`config.mk`:
```
export PLATFORM = sky130hd
export DESIGN_NAME = dram_page_ctrl
export DESIGN_NICKNAME = d
export VERILOG_FILES = /design/src/rtl/dpc_pkg.sv /design/src/rtl/dpc_phase_timer.sv /design/src/rtl/dpc_refresh_timer.sv /design/src/rtl/dpc_open_row.sv /design/src/rtl/dram_page_ctrl.sv
export SDC_FILE = /design/constraint.sdc
export NUM_CORES = 1
export LEC_CHECK = 0
export BUFFER_PORTS_ARGS = -buffer_cell sky130_fd_sc_hd__buf_2
export CAP_MARGIN = 20
export CORE_MARGIN = 2
export CORE_UTILIZATION = 49
export CTS_BUF_LIST = sky130_fd_sc_hd__clkbuf_8
export DETAILED_ROUTE_END_ITERATION = 7
export GPL_TIMING_DRIVEN = 0
export HOLD_SLACK_MARGIN = 0.12
export PLACE_DENSITY_LB_ADDON = 0.05
export SYNTH_ARGS = -nofsm -noshare
export SYNTH_HDL_FRONTEND = slang
export SYNTH_SLANG_ARGS = --single-unit
```
`constraint.sdc`:
```
create_clock -name clk -period 5.7 [get_ports clk]
set_clock_uncertainty 0.15 [all_clocks]
set_input_delay 1.14 -clock clk [delete_from_list [all_inputs] [get_ports clk]]
set_output_delay 1.14 -clock clk [all_outputs]
set_load 0.02 [all_outputs]
```
`src/rtl/dpc_pkg.sv`:
```
package dpc_pkg;

  typedef enum logic [2:0] {
    ST_IDLE,   // waiting; page may be open
    ST_PRE,    // row strobe high, precharging
    ST_ROW,    // row strobe low, row address on bus
    ST_COL,    // column strobe low, data transfer
    ST_RCAS,   // refresh: column strobe low first
    ST_RRAS,   // refresh: row strobe joins
    ST_RPRE    // refresh: both high, precharge
  } dpc_state_e;

  function automatic int max3(input int a, input int b, input int c);
    int m;
    m = (a > b) ? a : b;
    return (m > c) ? m : c;
  endfunction

endpackage

```
`src/rtl/dpc_phase_timer.sv`:
```
module dpc_phase_timer #(
  parameter int CNT_W = 4
) (
  input  logic             clk,
  input  logic             rst_n,
  input  logic             load,
  input  logic [CNT_W-1:0] load_val,
  output logic             expired
);
  logic [CNT_W-1:0] cnt;

  always_ff @(posedge clk) begin
    if (!rst_n)            cnt <= '0;
    else if (load)         cnt <= load_val;
    else if (cnt != '0)    cnt <= cnt - 1'b1;
  end

  assign expired = (cnt == '0);
endmodule

```
`src/rtl/dpc_refresh_timer.sv`:
```
module dpc_refresh_timer #(
  parameter int INTERVAL = 1000
) (
  input  logic clk,
  input  logic rst_n,
  input  logic served,
  output logic pending
);
  localparam int CW = $clog2(INTERVAL + 1);
  localparam logic [CW-1:0] RELOAD = CW'(INTERVAL - 1);

  logic [CW-1:0] cnt;
  logic          tick;

  assign tick = (cnt == '0);

  always_ff @(posedge clk) begin
    if (!rst_n) begin
      cnt     <= RELOAD;
      pending <= 1'b0;
    end else begin
      cnt <= tick ? RELOAD : cnt - 1'b1;
      if (tick)        pending <= 1'b1;
      else if (served) pending <= 1'b0;
    end
  end
endmodule

```
`src/rtl/dpc_open_row.sv`:
```
module dpc_open_row #(
  parameter int ROW_W = 8
) (
  input  logic             clk,
  input  logic             rst_n,
  input  logic             open_en,
  input  logic             close_en,
  input  logic [ROW_W-1:0] row_in,
  input  logic [ROW_W-1:0] probe_row,
  output logic             is_open,
  output logic             hit
);
  logic [ROW_W-1:0] row_q;

  always_ff @(posedge clk) begin
    if (!rst_n) begin
      is_open <= 1'b0;
      row_q   <= '0;
    end else if (close_en) begin
      is_open <= 1'b0;
    end else if (open_en) begin
      is_open <= 1'b1;
      row_q   <= row_in;
    end
  end

  assign hit = is_open && (row_q == probe_row);
endmodule

```
`src/rtl/dram_page_ctrl.sv`:
```
module dram_page_ctrl
  import dpc_pkg::*;
#(
  parameter int ROW_W        = 8,
  parameter int COL_W        = 8,
  parameter int DATA_W       = 16,
  parameter int T_RCD        = 2,
  parameter int T_CAS        = 2,
  parameter int T_RP         = 3,
  parameter int REF_INTERVAL = 1000
) (
  input  logic                      clk,
  input  logic                      rst_n,
  input  logic                      req_valid,
  input  logic                      req_write,
  input  logic [ROW_W+COL_W-1:0]    req_addr,
  input  logic [DATA_W-1:0]         req_wdata,
  output logic                      req_ready,
  output logic                      done,
  output logic [DATA_W-1:0]         rd_data,
  output logic                      dram_ce_n,
  output logic                      dram_ras_n,
  output logic                      dram_cas_n,
  output logic                      dram_we_n,
  output logic [((ROW_W > COL_W) ? ROW_W : COL_W)-1:0] dram_addr,
  output logic [DATA_W-1:0]         dram_dq_out,
  output logic                      dram_dq_oe,
  input  logic [DATA_W-1:0]         dram_dq_in
);
  localparam int ADDR_W = ROW_W + COL_W;
  localparam int MA_W   = (ROW_W > COL_W) ? ROW_W : COL_W;
  localparam int PH_W   = $clog2(max3(T_RCD, T_CAS, T_RP) + 1);

  function automatic logic [ROW_W-1:0] row_of(input logic [ADDR_W-1:0] a);
    return a[ADDR_W-1 -: ROW_W];
  endfunction

  function automatic logic [COL_W-1:0] col_of(input logic [ADDR_W-1:0] a);
    return a[COL_W-1:0];
  endfunction

  function automatic logic [PH_W-1:0] phase_load(input dpc_state_e s);
    int n;
    case (s)
      ST_PRE, ST_RPRE:         n = T_RP;
      ST_ROW:                  n = T_RCD;
      ST_COL, ST_RCAS, ST_RRAS: n = T_CAS;
      default:                 n = 1;
    endcase
    return PH_W'(n - 1);
  endfunction

  dpc_state_e        st, st_nxt;
  logic              ph_expired;
  logic              ref_pending;
  logic              row_open, row_hit;
  logic              job_ref;
  logic [ADDR_W-1:0] lat_addr;
  logic              lat_wr;
  logic [DATA_W-1:0] lat_wdata;

  // named internal events
  logic accept;      // request taken this cycle
  logic ref_served;  // refresh sequence begins next cycle
  logic col_done;    // last cycle of a column transfer
  logic ph_load;

  assign req_ready  = (st == ST_IDLE) && !ref_pending;
  assign accept     = req_valid && req_ready;
  assign col_done   = (st == ST_COL) && ph_expired;
  assign ph_load    = (st_nxt != st);
  assign ref_served = (st_nxt == ST_RCAS) && (st != ST_RCAS);

  always_comb begin
    st_nxt = st;
    case (st)
      ST_IDLE: begin
        if (ref_pending)  st_nxt = row_open ? ST_PRE : ST_RCAS;
        else if (accept)  st_nxt = row_hit ? ST_COL : (row_open ? ST_PRE : ST_ROW);
      end
      ST_PRE:  if (ph_expired) st_nxt = job_ref ? ST_RCAS : ST_ROW;
      ST_ROW:  if (ph_expired) st_nxt = ST_COL;
      ST_COL:  if (ph_expired) st_nxt = ST_IDLE;
      ST_RCAS: if (ph_expired) st_nxt = ST_RRAS;
      ST_RRAS: if (ph_expired) st_nxt = ST_RPRE;
      ST_RPRE: if (ph_expired) st_nxt = ST_IDLE;
      default: st_nxt = ST_IDLE;
    endcase
  end

  dpc_phase_timer #(.CNT_W(PH_W)) u_phase (
    .clk(clk), .rst_n(rst_n), .load(ph_load),
    .load_val(phase_load(st_nxt)), .expired(ph_expired)
  );

  dpc_refresh_timer #(.INTERVAL(REF_INTERVAL)) u_refresh (
    .clk(clk), .rst_n(rst_n), .served(ref_served), .pending(ref_pending)
  );

  dpc_open_row #(.ROW_W(ROW_W)) u_page (
    .clk(clk), .rst_n(rst_n),
    .open_en(st == ST_ROW),
    .close_en((st == ST_PRE) || (st == ST_RCAS)),
    .row_in(row_of(lat_addr)), .probe_row(row_of(req_addr)),
    .is_open(row_open), .hit(row_hit)
  );

  always_ff @(posedge clk) begin
    if (!rst_n) begin
      st        <= ST_IDLE;
      job_ref   <= 1'b0;
      lat_addr  <= '0;
      lat_wr    <= 1'b0;
      lat_wdata <= '0;
      done      <= 1'b0;
      rd_data   <= '0;
    end else begin
      st   <= st_nxt;
      done <= col_done;
      if (st == ST_IDLE && ref_pending) job_ref <= 1'b1;
      else if (accept)                  job_ref <= 1'b0;
      if (accept) begin
        lat_addr  <= req_addr;
        lat_wr    <= req_write;
        lat_wdata <= req_wdata;
      end
      if (col_done && !lat_wr) rd_data <= dram_dq_in;
    end
  end

  logic ras_low, cas_low;
  assign ras_low = (st == ST_ROW) || (st == ST_COL) || (st == ST_RRAS) ||
                   ((st == ST_IDLE) && row_open);
  assign cas_low = (st == ST_COL) || (st == ST_RCAS) || (st == ST_RRAS);

  assign dram_ras_n  = !ras_low;
  assign dram_cas_n  = !cas_low;
  assign dram_ce_n   = !(ras_low || cas_low);
  assign dram_we_n   = !((st == ST_COL) && lat_wr);
  assign dram_dq_oe  = (st == ST_COL) && lat_wr;
  assign dram_dq_out = lat_wdata;

  always_comb begin
    dram_addr = '0;
    if (st == ST_ROW)      dram_addr = MA_W'(row_of(lat_addr));
    else if (st == ST_COL) dram_addr = MA_W'(col_of(lat_addr));
  end
endmodule

```
==> impl_metrics.tcl, run 1 <==
set metrics [dict create \
    crit_fanout 10 \
    diodes 0 \
    grt_max_degree 14 \
    timing.fmax_ghz 0.298 \
    synth-seq-cells 76 \
    path_cells "buf_6 > clkbuf_1 > mux2i_1 > nor2_1 > buf_2" \
    grtUsageMet3 0.0477 \
    rows 29 \
    drt_wl_total_um 7630 \
    syn_area_per_cell_um2 7.99 \
    wire_per_inst_um 12.9 \
    clock-sinks 76 \
    seq_area_frac_synth 0.472 \
    crit_buf_inv 3 \
    drc 0 \
    busiest_layer "met2" \
    ant_nets 0 \
    status "finished, final reports clean" \
    synth-main-ff-cell "dfxtp_1" \
    nFillCells 631 \
    antenna_found_initial 0 \
    vias 3036 \
    cp.required_ns 4.41 \
    slowest_delay_ns 0.53 \
    cts.clk_slew.worst_paths_ns 0.07 \
    synth_area_leaders "dfxtp_1, nand2_1, a21oi_1" \
    setup.worst_path.end_class "primary output" \
    hold_path_class "register to register" \
    post_cts_resized 0 \
    stdcell_count 594 \
    cp_data_arrival_time_ns 2.06 \
    firstDrtPassIters 4 \
    die_width_um 85.1 \
    rsz0062_at_grt "false" \
    dp_hpwl_um 5620 \
    grt.met2_usage 0.362 \
    placed_cell_area_um2 3810 \
    synth_edf_count 0 \
    finalSetupViolCount 0 \
    clock_latency_ns 0.34 \
    routabilityCongestion 0.900 \
    yosys_warnings 0 \
    synth_cell_types 49 \
    areaGrowthSynthToFinish_pct 24.2 \
    final_max_slew_viol_count 0 \
    powerDensity_nw_per_um2 435 \
    synth_top_area_cell "dfxtp_1" \
    tns_ns 0 \
    holdWs_ns 0.258 \
    synth.most_common_cell "nand2_1" \
    grt_pass1_vias 2893 \
    dp.cells 578 \
    worstMarginPinSlew_ns 0.741 \
    htree_levels 3 \
    place_ws_ns 2.68 \
    finalNetCount 566 \
    synthTopCellsByCount "nand2_1, dfxtp_1, a21oi_1" \
    async_flop_share 0 \
    cts_root_buffer "clkbuf_8" \
    critPathTopFamily "buffers and inverters" \
    clock_path_buffers 2 \
    drive_gt1_frac 0.259 \
    io_pins 99 \
    grt_usage 0.220 \
    numCtsBuffers 9 \
    cp-start-kind "register" \
    cts_tree "built" \
    core_area_um2 6350 \
    via_per_inst 5.11 \
    synth_area_um2 3220 \
    synth_top_area_frac 0.472 \
    layout_min_cycle_time_ns 3.35 \
    critical_path_class "register to primary output" \
    overflow 0 \
    postCtsHoldBufs 0 \
    cp_slowest_cell "clkbuf_1" \
    port-buffer-count 98 \
    synthCells 403 \
    die_height_um 85.1 \
    cap_violations 0 \
    finalCritPeriodShare 0.589 \
    worst_slack_ns 2.35 \
    drtIter0Drc 186 \
    p_leak_nw 1.71 \
    final_cell_area_um2 4000 \
    die_area_um2 7240 \
    regArea_um2 1520 \
    initial_core_util 0.507 \
    slew_headroom 0.503 \
    final_hold_viol_count 0 \
    synthesis.nets 457 \
    use_met1 0.286 \
    grt_pass1_wl_um 12900 \
    ir_drop_mv 0.228 \
    multi_input_area_um2 1550 \
    post_cts_buffers 0 \
]
## sequential cells by signal, summed over array words and instances (netlist names), 2 cells and up
register	flops
dram_dq_out	16
lat_addr	16
rd_data	16
u_refresh.cnt	10
u_page.row_q	8
st	3
u_phase.cnt	2
## path summary, 6_finish.rpt
check,start,end,slack [ns],cells past startpoint
worst min-delay path,u_refresh.cnt[0]$_SDFF_PP1_,u_refresh.cnt[0]$_SDFF_PP1_,0.26,1
worst min register to register,u_refresh.cnt[0]$_SDFF_PP1_,u_refresh.cnt[0]$_SDFF_PP1_,0.26,1
worst max-delay path,st[0]$_SDFF_PN0_,dram_addr[6],2.35,5
worst max register to register,u_phase.cnt[0]$_SDFFE_PN0P_,u_phase.cnt[1]$_SDFFE_PN0P_,3.37,9
## where the power goes
group | internal (W) | switching, W
combinational | 0.000260 | 0.000421
sequential | 0.000606 | 0.0000547
clock | 0.000200 | 0.000197
total | 0.00107 | 0.000672
## layer usage
metal	routed length [um]	vias to the layer above
met2	3600	87
met5	0	-
met4	92	0
met1	3470	1381
li1	-	1560
met3	477	8
## layout make-up
type,count,area share
clock inverter,7,0.0169
multi-input combinational,293,0.387
buffer,24,0.0282
tap,77,0.0241
sequential,76,0.380
timing repair buffer,98,0.123
inverter,10,0.00939
clock buffer,9,0.0310
## through the flow
step,util,total power (W)
5_1_grt,0.630,0.00186
2_1_floorplan,-,0.00117
6_report,0.630,0.00174
3_3_place_gp,0.600,0.00134
3_5_place_dp,0.600,0.00136
4_1_cts,0.630,0.00175
## cell usage in the layout, fill, tap and decap left out, types with 2 or more instances in the layout
cell type and instances:
xnor2_1 6, a211oi_1 2, nor2b_1 2, a21oi_1 61, o21ai_0 10, mux2i_1 9
clkinv_2 3, clkbuf_1 18, or2_2 2, and2_1 2, dfxtp_1 76, clkinvlp_4 3
nor3_1 8, buf_2 101, o21a_1 2, clkbuf_8 9, nand3_1 3, buf_6 2
o211ai_1 2, nor2_1 22, ha_1 2, xor2_1 9, inv_1 9, nand2_1 124
nor4_1 2
## cells by family (layout without fill, tap and decap cells)
| group | count (synthesis) | after routing | synth area share |
|---|---|---|---|
| compound gates | 93 | 93 | 0.173 |
| xor+xnor | 15 | 15 | 0.0408 |
| fa+ha+maj | 3 | 3 | 0.0109 |
| buf+inv | 34 | 148 | 0.0466 |
| flops | 76 | 76 | 0.472 |
| mux | 10 | 10 | 0.0315 |
| simple gates | 172 | 172 | 0.225 |
Power figures use the tool's default switching activity.
==> run 2: changes to the inputs <==
CORE_UTILIZATION = 48   (was 49)
clock period = 2.7 ns   (was 5.7 ns; I/O delays follow)
==> run 2 against run 1 <==
  * Global-route usage fell by 0.89 points
  * Total power rose by 130%
  * Worst setup slack got worse by 2.1 ns
  * Sequential power rose by 110%
  * Clock power rose to 2.8 times the previous value
  * Register-to-register slack got worse by 3.0 ns
  * Final area rose by 1.7%
  * Combinational power rose by 110%
  * First-iteration DRC count fell by 31%
  * Non-clock buffer count fell by 3
  * Core utilization rose by 0.34 points
  * Die area rose by 2.0%
  * Critical endpoint is now dram_addr[1]
  * Largest power group unchanged
==> impl_metrics.tcl, run 2 (synthesis results as in run 1) <==
set metrics [dict create \
    drtIter0Drc 128 \
    diodes 0 \
    areaGrowthSynthToFinish_pct 26.3 \
    final_hold_viol_count 0 \
    cp_data_arrival_time_ns 1.77 \
    final_cell_mix "nand2_1, buf_2, dfxtp_1" \
    drc 0 \
    rows 29 \
    cts.clk_slew.worst_paths_ns 0.07 \
    timing.fmax_ghz 0.407 \
    core_area_um2 6420 \
    grt_max_degree 20 \
    dp.cells 578 \
    overflow 0 \
    crit_fanout 11 \
    final_max_slew_viol_count 0 \
    die_width_um 85.9 \
    die_height_um 85.9 \
    rsz0062_at_grt "false" \
    critPathTopFamily "buffers and inverters" \
    ir_drop_mv 0.447 \
    drive_gt1_frac 0.263 \
    cap_violations 0 \
    place_ws_ns 0.277 \
    die_area_um2 7380 \
    finalCritPeriodShare 0.909 \
    status "finished, final reports clean" \
    p_leak_nw 1.75 \
    cp.required_ns 2.01 \
    drt_wl_total_um 7500 \
    finalNetCount 563 \
    setup.worst_path.end_class "primary output" \
    htree_levels 3 \
    grt_pass1_vias 2795 \
    antenna_found_initial 0 \
    ant_nets 0 \
    crit_buf_inv 2 \
    grt_pass1_wl_um 12500 \
    numCtsBuffers 9 \
    grt_usage 0.211 \
    stdcell_count 591 \
    cp-start-kind "register" \
    dp_hpwl_um 5420 \
    wire_per_inst_um 12.7 \
    slowest_delay_ns 0.47 \
    powerDensity_nw_per_um2 965 \
    via_per_inst 5.04 \
    path_cells "nand2b_1 > clkbuf_2 > nor2_1 > buf_2" \
    port-buffer-count 98 \
    layout_commonest_cell "nand2_1" \
    post_cts_buffers 0 \
    cts_root_buffer "clkbuf_8" \
    cts_tree "built" \
    vias 2976 \
    critical_path_class "register to primary output" \
    layout_min_cycle_time_ns 2.46 \
    postCtsHoldBufs 0 \
    slew_headroom 0.515 \
    finalSetupViolCount 0 \
    worstMarginPinSlew_ns 0.722 \
    io_pins 99 \
    worst_slack_ns 0.245 \
    holdWs_ns 0.258 \
    cp_slowest_cell "dfxtp_1" \
    tns_ns 0 \
    initial_core_util 0.501 \
    clock_latency_ns 0.34 \
    utilization 0.633 \
    firstDrtPassIters 4 \
    routabilityCongestion 0.878 \
    clock-sinks 76 \
    clock_path_buffers 2 \
    hold_path_class "register to register" \
]
==> run 2: power by group <==
part / switching (W) / total, W / internal, W / leakage [nW]
sequential: 0.000112 / 0.00139 / 0.00128 / 0.619
clock: 0.000393 / 0.00111 / 0.000716 / 0.136
combinational: 0.000881 / 0.00142 / 0.000542 / 0.995
total: 0.00139 / 0.00392 / 0.00254 / 1.75
==> run 2: routing by layer <==
metal,share of wire,GRT usage,up-vias
met5,0,0,-
met3,0.068,0.0443,11
met4,0.015,0.0779,0
met2,0.44,0.341,83
met1,0.47,0.278,1332
li1,-,-,1550
==> run 2: stage by stage <==
stage / total power [W] / area, um^2
detailed placement: 0.00286 / 3810
CTS: 0.00397 / 4070
floorplan: 0.00246 / 3220
finish: 0.00392 / 4070
global route: 0.00418 / 4070
global placement: 0.00284 / 3810
==> run 2: cell type report <==
class | count | area (um^2)
inverters | 10 | 37.5
plain buffers | 21 | 103
well taps | 77 | 96.3
multi-input cells | 293 | 1550
clock inverters | 3 | 90.1
clock buffers | 13 | 179
fillers | 626 | 2360
flip-flops and latches | 76 | 1520
repair buffers | 98 | 490
==> run 2: path summary, 6_finish.rpt <==
path | startpoint | to | slack (ns) | depth (start not counted)
worst max-delay path | st[2]$_SDFF_PN0_ | dram_addr[1] | 0.24 | 4
worst max register to register | u_phase.cnt[0]$_SDFFE_PN0P_ | u_phase.cnt[1]$_SDFFE_PN0P_ | 0.36 | 9
worst min register to register | u_refresh.cnt[0]$_SDFF_PP1_ | u_refresh.cnt[0]$_SDFF_PP1_ | 0.26 | 1
worst min-delay path | u_refresh.cnt[0]$_SDFF_PP1_ | u_refresh.cnt[0]$_SDFF_PP1_ | 0.26 | 1
==> run 2: timing repair <==
item	CTS	global route
gates resized for setup	1	0
endpoints found under the setup margin	9	8
pin swaps	0	0
==> run 3: changes to the inputs <==
GPL_TIMING_DRIVEN = not set   (was 0)
==> run 3 against run 2 <==
  * Worst setup slack got worse by 0.047 ns
  * Combinational power decreased by 3%
  * Worst hold slack got worse by 0.0027 ns
  * Clock power decreased by 14%
  * Die area unchanged
  * Count of clock-buffer cells in the layout is 3 lower
  * Register-to-register slack about the same
  * Via count fell by 1.2%
  * Largest power group is now registers
  * Highest routed layer unchanged
==> impl_metrics.tcl, run 3 (synthesis results as in run 1) <==
set metrics [dict create \
    cp-start-kind "register" \
    slew_headroom 0.589 \
    postCtsHoldBufs 0 \
    finalSetupViolCount 0 \
    drt_wl_total_um 7180 \
    ir_drop_mv 0.589 \
    hold_path_class "register to register" \
    holdWs_ns 0.256 \
    routabilityCongestion 0.798 \
    antenna_found_initial 0 \
    layout_commonest_cell "nand2_1" \
    grt_max_degree 36 \
    rows 29 \
    vias 2941 \
    cts.clk_slew.worst_paths_ns 0.08 \
    timing.fmax_ghz 0.400 \
    reg2reg_depth 8 \
    dp_hpwl_um 5010 \
    crit_fanout 15 \
    core_area_um2 6420 \
    finalCritPeriodShare 0.927 \
    p_leak_nw 1.72 \
    overflow 0 \
    cap_violations 0 \
    ant_nets 0 \
    via_per_inst 5.08 \
    final_hold_viol_count 0 \
    r2r_start "u_phase.cnt[0]$_SDFFE_PN0P_" \
    grt_pass1_wl_um 12000 \
    critical_path_class "register to primary output" \
    powerDensity_nw_per_um2 940 \
    die_area_um2 7380 \
    worstMarginPinSlew_ns 0.616 \
    clock-sinks 76 \
    drc 0 \
    reg2reg_slack_ns 0.37 \
    min_path_cells 1 \
    rsz0062_at_grt "false" \
    grt_usage 0.200 \
    cp.required_ns 2.01 \
    io_pins 99 \
    numCtsBuffers 9 \
    initial_core_util 0.501 \
    worst_slack_ns 0.198 \
    clock_latency_ns 0.35 \
    hold_start "u_refresh.cnt[0]$_SDFF_PP1_" \
    die_height_um 85.9 \
    post_cts_resized 0 \
    die_width_um 85.9 \
    firstDrtPassIters 4 \
    crit_start "st[1]$_SDFF_PN0_" \
    final_cell_mix "nand2_1, buf_2, dfxtp_1" \
    wire_per_inst_um 12.4 \
    whs_endpoint "u_refresh.cnt[0]$_SDFF_PP1_" \
    cts_tree "built" \
    finalNetCount 551 \
    drive_gt1_frac 0.275 \
    final_max_slew_viol_count 0 \
    port-buffer-count 98 \
    cts_root_buffer "clkbuf_8" \
    drtIter0Drc 102 \
    setup.worst_path.end_class "primary output" \
    grt_pass1_vias 2756 \
    status "finished, final reports clean" \
    place_ws_ns 0.335 \
    clock_path_buffers 2 \
    post_cts_buffers 0 \
    layout_min_cycle_time_ns 2.50 \
    reg2reg_to "u_phase.cnt[1]$_SDFFE_PN0P_" \
    cp_data_arrival_time_ns 1.81 \
    areaGrowthSynthToFinish_pct 23.9 \
    diodes 0 \
    tns_ns 0 \
    htree_levels 3 \
]
==> run 3: per-stage QoR <==
| stage | cells | utilization | total power, W | area (um^2) |
|---|---|---|---|---|
| CTS | 579 | 0.621 | 0.00379 | 3990 |
| floorplan | 403 | - | 0.00246 | 3220 |
| finish | 579 | 0.621 | 0.00375 | 3990 |
| global route | 579 | 0.621 | 0.00399 | 3990 |
| global placement | 563 | 0.586 | 0.00280 | 3760 |
| detailed placement | 563 | 0.586 | 0.00283 | 3760 |
==> run 3: worst max path at each step <==
stage                                        to  cells after the start  slack [ns]
floorplan           u_phase.cnt[1]$_SDFFE_PN0P_                      9        0.47
global placement    u_phase.cnt[1]$_SDFFE_PN0P_                      7        0.33
detailed placement  u_phase.cnt[1]$_SDFFE_PN0P_                      7        0.33
CTS                                dram_addr[6]                      4        0.16
global route                       dram_addr[6]                      4        0.06
finish                             dram_addr[6]                      4        0.20
==> run 3: per-layer routing <==
metal  wire, um  track usage
met1       3390        0.252
met2       3220        0.332
met3        447       0.0404
met4        127       0.0866
met5          0            0
==> run 3: worst max-delay path: stages, from the launching register on <==
cell and delay [ns]:
dfxtp_1 0.68, nand2b_1 0.24, buf_4 0.23, nor2_1 0.13, buf_2 0.18
==> run 3: where the power goes <==
group	switching [W]	total, W	internal [W]
Combinational	0.000840	0.00138	0.000538
Sequential	0.000136	0.00142	0.00128
Clock	0.000414	0.000959	0.000545
==> run 3: cell type report <==
| class | instances | area, um^2 |
|---|---|---|
| Timing Repair Buffer | 107 | 558 |
| Fill cell | 591 | 2430 |
| Tap cell | 77 | 96.3 |
| Clock buffer | 10 | 138 |
| Sequential cell | 76 | 1520 |
| Multi-Input combinational cell | 293 | 1550 |
| Clock inverter | 6 | 88.8 |
| Inverter | 10 | 37.5 |
